File: src/rtl/spi_cs_pkg.sv
package spi_cs_pkg;
   typedef enum logic [2:0] {
      SEQ_IDLE,
      SEQ_LEAD,
      SEQ_LOW,
      SEQ_HIGH,
      SEQ_TAIL
   } seq_state_t;
endpackage

File: src/rtl/spi_cs_phase.sv
// Converts the divider into high and low phase widths (in clk cycles).
module spi_cs_phase #(
   parameter int DIV_W = 8
) (
   input  logic [DIV_W-1:0] div_in,
   output logic [DIV_W-1:0] hi_w,
   output logic [DIV_W-1:0] lo_w
);
   generate
      if (DIV_W < 2) begin : g_bad_div_w
         $error("spi_cs_phase: DIV_W must be at least 2");
      end
   endgenerate

   logic [DIV_W-1:0] d_eff;

   always_comb begin
      // zero is not a usable divider; treat it as one
      d_eff = (div_in == '0) ? DIV_W'(1) : div_in;
      // even d: d/2+1 high, d/2 low; odd d: (d+1)/2 each
      hi_w  = (d_eff >> 1) + DIV_W'(1);
      lo_w  = (d_eff >> 1) + DIV_W'(d_eff[0]);
   end
endmodule

File: src/rtl/spi_cs_shift.sv
// Transmit and receive shift registers, MSB first.
module spi_cs_shift #(
   parameter int MAXW  = 32,
   parameter int LEN_W = 6
) (
   input  logic            clk,
   input  logic            rst,
   input  logic            load,
   input  logic [MAXW-1:0] tx_in,
   input  logic [LEN_W-1:0] len_in,
   input  logic            adv,
   input  logic            cap,
   input  logic            sin,
   output logic            sout,
   output logic [MAXW-1:0] rx_out
);
   generate
      if (MAXW < 2 || (1 << LEN_W) <= MAXW) begin : g_bad_shift_cfg
         $error("spi_cs_shift: LEN_W too narrow for MAXW");
      end
   endgenerate

   logic [MAXW-1:0] tx_sh;
   logic [MAXW-1:0] rx_sh;

   always_ff @(posedge clk) begin
      if (rst) begin
         tx_sh <= '0;
         rx_sh <= '0;
      end else if (load) begin
         // left-align so the word's top bit sits at the output end
         tx_sh <= tx_in << (LEN_W'(MAXW) - len_in);
         rx_sh <= '0;
      end else begin
         if (adv) tx_sh <= {tx_sh[MAXW-2:0], 1'b0};
         if (cap) rx_sh <= {rx_sh[MAXW-2:0], sin};
      end
   end

   assign sout   = tx_sh[MAXW-1];
   assign rx_out = rx_sh;
endmodule

File: src/rtl/spi_cs_master.sv
module spi_cs_master
   import spi_cs_pkg::*;
#(
   parameter int DIV_W = 8,
   parameter int MAXW  = 32,
   parameter int MINW  = 8,
   parameter int LEN_W = $clog2(MAXW + 1)
) (
   input  logic             clk,
   input  logic             rst,
   input  logic             start,
   input  logic [DIV_W-1:0] div_cfg,
   input  logic [LEN_W-1:0] len_cfg,
   input  logic [MAXW-1:0]  tx_word,
   input  logic             miso,
   output logic             sclk,
   output logic             ss_n,
   output logic             mosi,
   output logic             mosi_oe,
   output logic             busy,
   output logic             done,
   output logic [MAXW-1:0]  rx_word
);
   generate
      if (MINW < 1 || MINW > MAXW) begin : g_bad_len_range
         $error("spi_cs_master: MINW must lie in 1..MAXW");
      end
   endgenerate

   seq_state_t       st;
   logic [DIV_W-1:0] div_q;
   logic [DIV_W-1:0] hi_w, lo_w;
   logic [DIV_W-1:0] cnt;
   logic [LEN_W-1:0] bits_left;
   logic [LEN_W-1:0] len_eff;
   logic             sclk_q, ss_q, oe_q, done_q;
   logic [MAXW-1:0]  rx_q, rx_sh;
   logic             load, adv, cap, sout;
   logic             hi_end, lo_end;

   spi_cs_phase #(.DIV_W(DIV_W)) u_phase (
      .div_in (div_q),
      .hi_w   (hi_w),
      .lo_w   (lo_w)
   );

   always_comb begin
      if (len_cfg < LEN_W'(MINW))      len_eff = LEN_W'(MINW);
      else if (len_cfg > LEN_W'(MAXW)) len_eff = LEN_W'(MAXW);
      else                             len_eff = len_cfg;
      hi_end = (cnt == hi_w - DIV_W'(1));
      lo_end = (cnt == lo_w - DIV_W'(1));
      load   = (st == SEQ_IDLE) && start;
      cap    = (st == SEQ_LOW) && lo_end;
      adv    = (st == SEQ_HIGH) && hi_end && (bits_left != '0);
   end

   spi_cs_shift #(.MAXW(MAXW), .LEN_W(LEN_W)) u_shift (
      .clk    (clk),
      .rst    (rst),
      .load   (load),
      .tx_in  (tx_word),
      .len_in (len_eff),
      .adv    (adv),
      .cap    (cap),
      .sin    (miso),
      .sout   (sout),
      .rx_out (rx_sh)
   );

   always_ff @(posedge clk) begin
      if (rst) begin
         st        <= SEQ_IDLE;
         div_q     <= '0;
         cnt       <= '0;
         bits_left <= '0;
         sclk_q    <= 1'b1;
         ss_q      <= 1'b1;
         oe_q      <= 1'b0;
         done_q    <= 1'b0;
         rx_q      <= '0;
      end else begin
         done_q <= 1'b0;
         unique case (st)
            SEQ_IDLE: if (start) begin
               div_q     <= div_cfg;
               bits_left <= len_eff;
               cnt       <= '0;
               ss_q      <= 1'b0;
               oe_q      <= 1'b1;
               st        <= SEQ_LEAD;
            end
            SEQ_LEAD: if (hi_end) begin
               cnt    <= '0;
               sclk_q <= 1'b0;
               st     <= SEQ_LOW;
            end else cnt <= cnt + DIV_W'(1);
            SEQ_LOW: if (lo_end) begin
               cnt       <= '0;
               sclk_q    <= 1'b1;
               bits_left <= bits_left - LEN_W'(1);
               st        <= SEQ_HIGH;
            end else cnt <= cnt + DIV_W'(1);
            SEQ_HIGH: if (hi_end) begin
               cnt <= '0;
               if (bits_left == '0) begin
                  oe_q <= 1'b0;
                  st   <= SEQ_TAIL;
               end else begin
                  sclk_q <= 1'b0;
                  st     <= SEQ_LOW;
               end
            end else cnt <= cnt + DIV_W'(1);
            SEQ_TAIL: if (lo_end) begin
               cnt    <= '0;
               ss_q   <= 1'b1;
               done_q <= 1'b1;
               rx_q   <= rx_sh;
               st     <= SEQ_IDLE;
            end else cnt <= cnt + DIV_W'(1);
            default: st <= SEQ_IDLE;
         endcase
      end
   end

   assign sclk    = sclk_q;
   assign ss_n    = ss_q;
   assign mosi_oe = oe_q;
   assign mosi    = oe_q & sout;
   assign busy    = (st != SEQ_IDLE);
   assign done    = done_q;
   assign rx_word = rx_q;

   // idle lines rest in their inactive levels
   assert_idle_lines_R1: assert property (@(posedge clk) disable iff (rst)
      !busy |-> (sclk && ss_n && !mosi_oe));

   // phases never differ by more than one cycle and high is never shorter
   assert_phase_split_R3: assert property (@(posedge clk) disable iff (rst)
      busy |-> ((hi_w >= lo_w) && (hi_w - lo_w <= DIV_W'(1)) && (lo_w != '0)));

   // the serial clock moves only under an active select
   assert_clk_gated_R4: assert property (@(posedge clk) disable iff (rst)
      !$stable(sclk) |-> !ss_n);

   // data holds while the clock stays high during a transfer
   assert_mosi_hold_R5: assert property (@(posedge clk) disable iff (rst)
      (sclk && $past(sclk) && mosi_oe && $past(mosi_oe)) |-> $stable(mosi));

   // output is released with the clock high and select still low
   assert_oe_release_R7: assert property (@(posedge clk) disable iff (rst)
      $fell(mosi_oe) |-> (sclk && !ss_n));

   // done lasts one cycle and coincides with select rising
   assert_done_pulse_R8: assert property (@(posedge clk) disable iff (rst)
      done |=> !done);
   assert_done_with_ss_R8: assert property (@(posedge clk) disable iff (rst)
      done |-> $rose(ss_n));

   // the latched divider is untouched during a transfer
   assert_cfg_held_R9: assert property (@(posedge clk) disable iff (rst)
      (busy && $past(busy)) |-> $stable(div_q));
endmodule

File: config.mk
export PLATFORM = sky130hd
export DESIGN_NAME = spi_cs_master
export DESIGN_NICKNAME = d
export VERILOG_FILES = /design/src/rtl/spi_cs_pkg.sv /design/src/rtl/spi_cs_phase.sv /design/src/rtl/spi_cs_shift.sv /design/src/rtl/spi_cs_master.sv
export SDC_FILE = /design/constraint.sdc
export NUM_CORES = 1
export LEC_CHECK = 0
export BUFFER_PORTS_ARGS = -buffer_cell sky130_fd_sc_hd__buf_2
export CELL_PAD_IN_SITES_DETAIL_PLACEMENT = 2
export CELL_PAD_IN_SITES_GLOBAL_PLACEMENT = 2
export CORE_MARGIN = 1
export CORE_UTILIZATION = 32
export DETAILED_ROUTE_END_ITERATION = 12
export GPL_ROUTABILITY_DRIVEN = 0
export PLACE_DENSITY = 0.73
export SLEW_MARGIN = 20
export SYNTH_ARGS = -nofsm -noshare
export SYNTH_HDL_FRONTEND = slang
export SYNTH_HIERARCHICAL = 1
export SYNTH_SLANG_ARGS = --single-unit
File: constraint.sdc
create_clock -name clk -period 3.49 [get_ports clk]
set_input_delay 0.698 -clock clk [delete_from_list [all_inputs] [get_ports clk]]
set_output_delay 0.698 -clock clk [all_outputs]
set_load 0.1 [all_outputs]
==> impl_results.md <==
* Status: complete, no violations
* P_leak at 3.82 nW
* Final setup margin at approximately 0.18 ns
* Clock Latency Late Sink at 0.43 ns
* Net Switching at 1.55 mW
* Syn nets at 965
* ANT cells at 0
* DRC Markers at 0
* Fmax at approximately 300 MHz
* Top_reg_cell synth: dfxtp_1
* Slew margin rel. at 0.486
* Die Ht at roughly 160 um
* Max FO, Critical Path at 34
* First-pass GRT wire length at 40100 um
* # clock sinks at between 100 and 150
* Setup crit end kind: flop
* Syn Std Cell Area at around 7700 sq um
* Clk pwr share at 0.394
* Worst setup SP type: flop
* TritonCTS Buffers at 17
* Sw frac at 0.330
* Total Wirelength at 24900 um
* Drt wl/cell at 18.9 um
* CTS tree: yes
* Vias in the first global route at about 7600
* Final antenna-violating net count at 0
* Post-route cell area at 9190 sq um
* WP data required at around 3.8 ns
* Post-Synthesis Cells at 908
* Final Max Tran Viols at 0
* Syn_area_per_cell at 8.47 sq um
* Seq/Total Area, Yosys at 0.325
* 1st-iter DRT viols at 269
* Reg power frac at 0.332
* Yosys reg bits at 125
* Max VDD drop at 0.212 mV
* GR Overflow Total at 0
* Pin count of the biggest net entering global routing at 58
* PortBufs at 87
* Int Power at 3.16 mW
* CTS root buf: clkbuf_16
* CTS HTree Levels at 4
* Post-CTS Setup Inserts at 0
* Final Setup Violations at 0
* Initial antenna violation count at 0
* Share of layout cells above drive strength 1 at 0.216
* Initial Util at 0.327
* EDFF count, synth at 0
* Unique masters post-synth at between 70 and 80
* Vias per Instance at 5.28
* Hold Vio Cnt, Final at 0
* Hold buffer count at cts at 0
* Final clock period utilization by the worst path at 0.949
* Least-Margin Pin Slew at 0.770 ns
* Ys async rst share at 0
* Pre-Repair DR Iteration Count at 4
* Nets at 1040
* Hold Path Class: flop to flop
* Comb pwr share at 0.274
* Synth Warn # at 6
* Worst Path Class, Setup: flop to flop
* Worst-path clk slew at about 0.07 ns
* Synth-to-layout area growth at 19.5%
* Pwr dens at 513 nW/um^2
* # rows at 56
* I/O Pins at roughly 90
* Max Buffers Root-to-Sink at 2
* Critical path arrival at about 3.6 ns
* Total power at 4.72 mW
* Setup WS pre-CTS at -0.0119 ns
* Fin crit period at 3.31 ns
* Number of max-cap violations at 0
* Post-Place Cell Area at 8510 sq um
* WHS at 0.467 ns
* Total track usage at 0.208
* Die ar. at 24700 sq um
* Core ar. at 23500 sq um
* Clock skew at 0.0143 ns
* DR vias at 6944
* Die Span X at 157 um
* Post-DP HPWL at between 15000 and 20000 um
power groups by stage:
stage,clock [mW],sequential [mW],combinational [mW]
floorplan,0,1.60,0.884
global placement,0,1.59,1.26
detailed placement,0,1.59,1.28
CTS,1.91,1.56,1.29
global route,1.96,1.57,1.42
finish,1.86,1.56,1.29
sequential cells by signal (all words and copies together), names as in the netlist, 3 cells and up:
name / cells
div_q: 8
rx_word: 32
cnt: 8
bits_left: 6
u_shift/tx_sh: 32
u_shift/rx_out: 32
st: 3
kinds of logic (layout without fill, tap and decap cells):
group,after synthesis,after routing,share of synthesized area
AOI/OAI and AO/OA,191,191,0.163
xor gates and xnor gates,39,39,0.0478
DFF,125,125,0.325
buffers and inverters,119,207,0.0781
muxes,135,135,0.196
adders and majority gates,7,7,0.0114
and+or+nand+nor,292,292,0.179
timing repair:
item                       CTS  global route
gates resized for setup      2            10
pin swaps                    0             1
setup endpoints to repair    1            92
cloned                       0             1
layout by cell type, fill, tap and decap left out, types with 16 or more instances in the layout:
cell,netlist,final
a211oi_1,22,22
a21oi_1,73,73
a31oi_1,17,16
buf_2,21,87
buf_4,4,34
clkbuf_16,0,18
dfxtp_1,125,122
inv_1,44,44
mux2i_1,115,115
nand2_1,78,78
nand3_1,19,19
nor2_1,112,111
nor3_1,17,16
o21ai_0,23,23
xnor2_1,23,22
path summary, 6_finish.rpt:
kind / from / endpoint / slack (ns) / cells past startpoint
min: u_shift/tx_sh[5] / u_shift/tx_sh[5] / 0.47 / 2
min reg2reg: u_shift/tx_sh[5] / u_shift/tx_sh[5] / 0.47 / 2
max reg2reg: div_q[0] / rx_word[6] / 0.18 / 13
max: div_q[0] / rx_word[6] / 0.18 / 13
cell usage after synthesis (all sizes together) (3+ instances only):
master | n | share of area
a211o | 3 | 0.0034
clkbuf | 33 | 0.021
a221o | 3 | 0.0039
or3 | 3 | 0.0024
a31oi | 18 | 0.017
buf | 40 | 0.034
a221oi | 13 | 0.016
nor2 | 113 | 0.055
mux4 | 11 | 0.033
o21ai | 25 | 0.018
nand3 | 20 | 0.014
dfxtp | 125 | 0.33
nand4 | 5 | 0.0049
xnor2 | 23 | 0.026
and3 | 5 | 0.0042
o211ai | 6 | 0.0059
nand2b | 5 | 0.0041
mux2 | 9 | 0.013
mux2i | 115 | 0.15
xor2 | 16 | 0.022
o22ai | 6 | 0.0049
nand2 | 78 | 0.038
or4 | 3 | 0.0034
nor3b | 3 | 0.0029
ha | 7 | 0.011
and2 | 14 | 0.012
nor2b | 6 | 0.0049
inv | 44 | 0.021
nor4 | 4 | 0.0052
a211oi | 23 | 0.023
nor3 | 18 | 0.013
or2 | 7 | 0.0057
a21oi | 73 | 0.047
per-stage QoR:
stage / instances / utilization / setup TNS [ns]
CTS: 1314 / 0.388 / 0
floorplan: 908 / - / -0.00351
detailed placement: 1282 / 0.361 / -0.0151
global placement: 1282 / 0.361 / 0
global route: 1315 / 0.390 / -0.142
finish: 1315 / 0.390 / 0
layer usage:
metal	vias up	wire [um]	GRT usage
met5	-	0	0
met3	27	567	0.0344
met4	0	424	0.0624
li1	3358	-	-
met1	3469	10900	0.243
met2	90	12900	0.387
critical path, stage by stage, from the launching register on:
cell,delay (ns)
dfxtp_1,0.43
and2_1,0.20
ha_1,0.28
inv_1,0.07
ha_1,0.17
or3b_1,0.41
nor3_1,0.19
xnor2_1,0.14
nor4_4,0.34
buf_4,0.20
nand4_2,0.13
buf_12,0.22
mux2i_1,0.21
nor2_1,0.08
layout make-up:
cell class | count | area (sq um)
fillers | 2722 | 14400
multi-input cells | 664 | 4630
flip-flops and latches | 125 | 2510
repair buffers | 130 | 867
clock buffers | 19 | 453
well taps | 319 | 399
inverters | 45 | 170
clock inverters | 13 | 164
(Power assumes the default switching activity.)
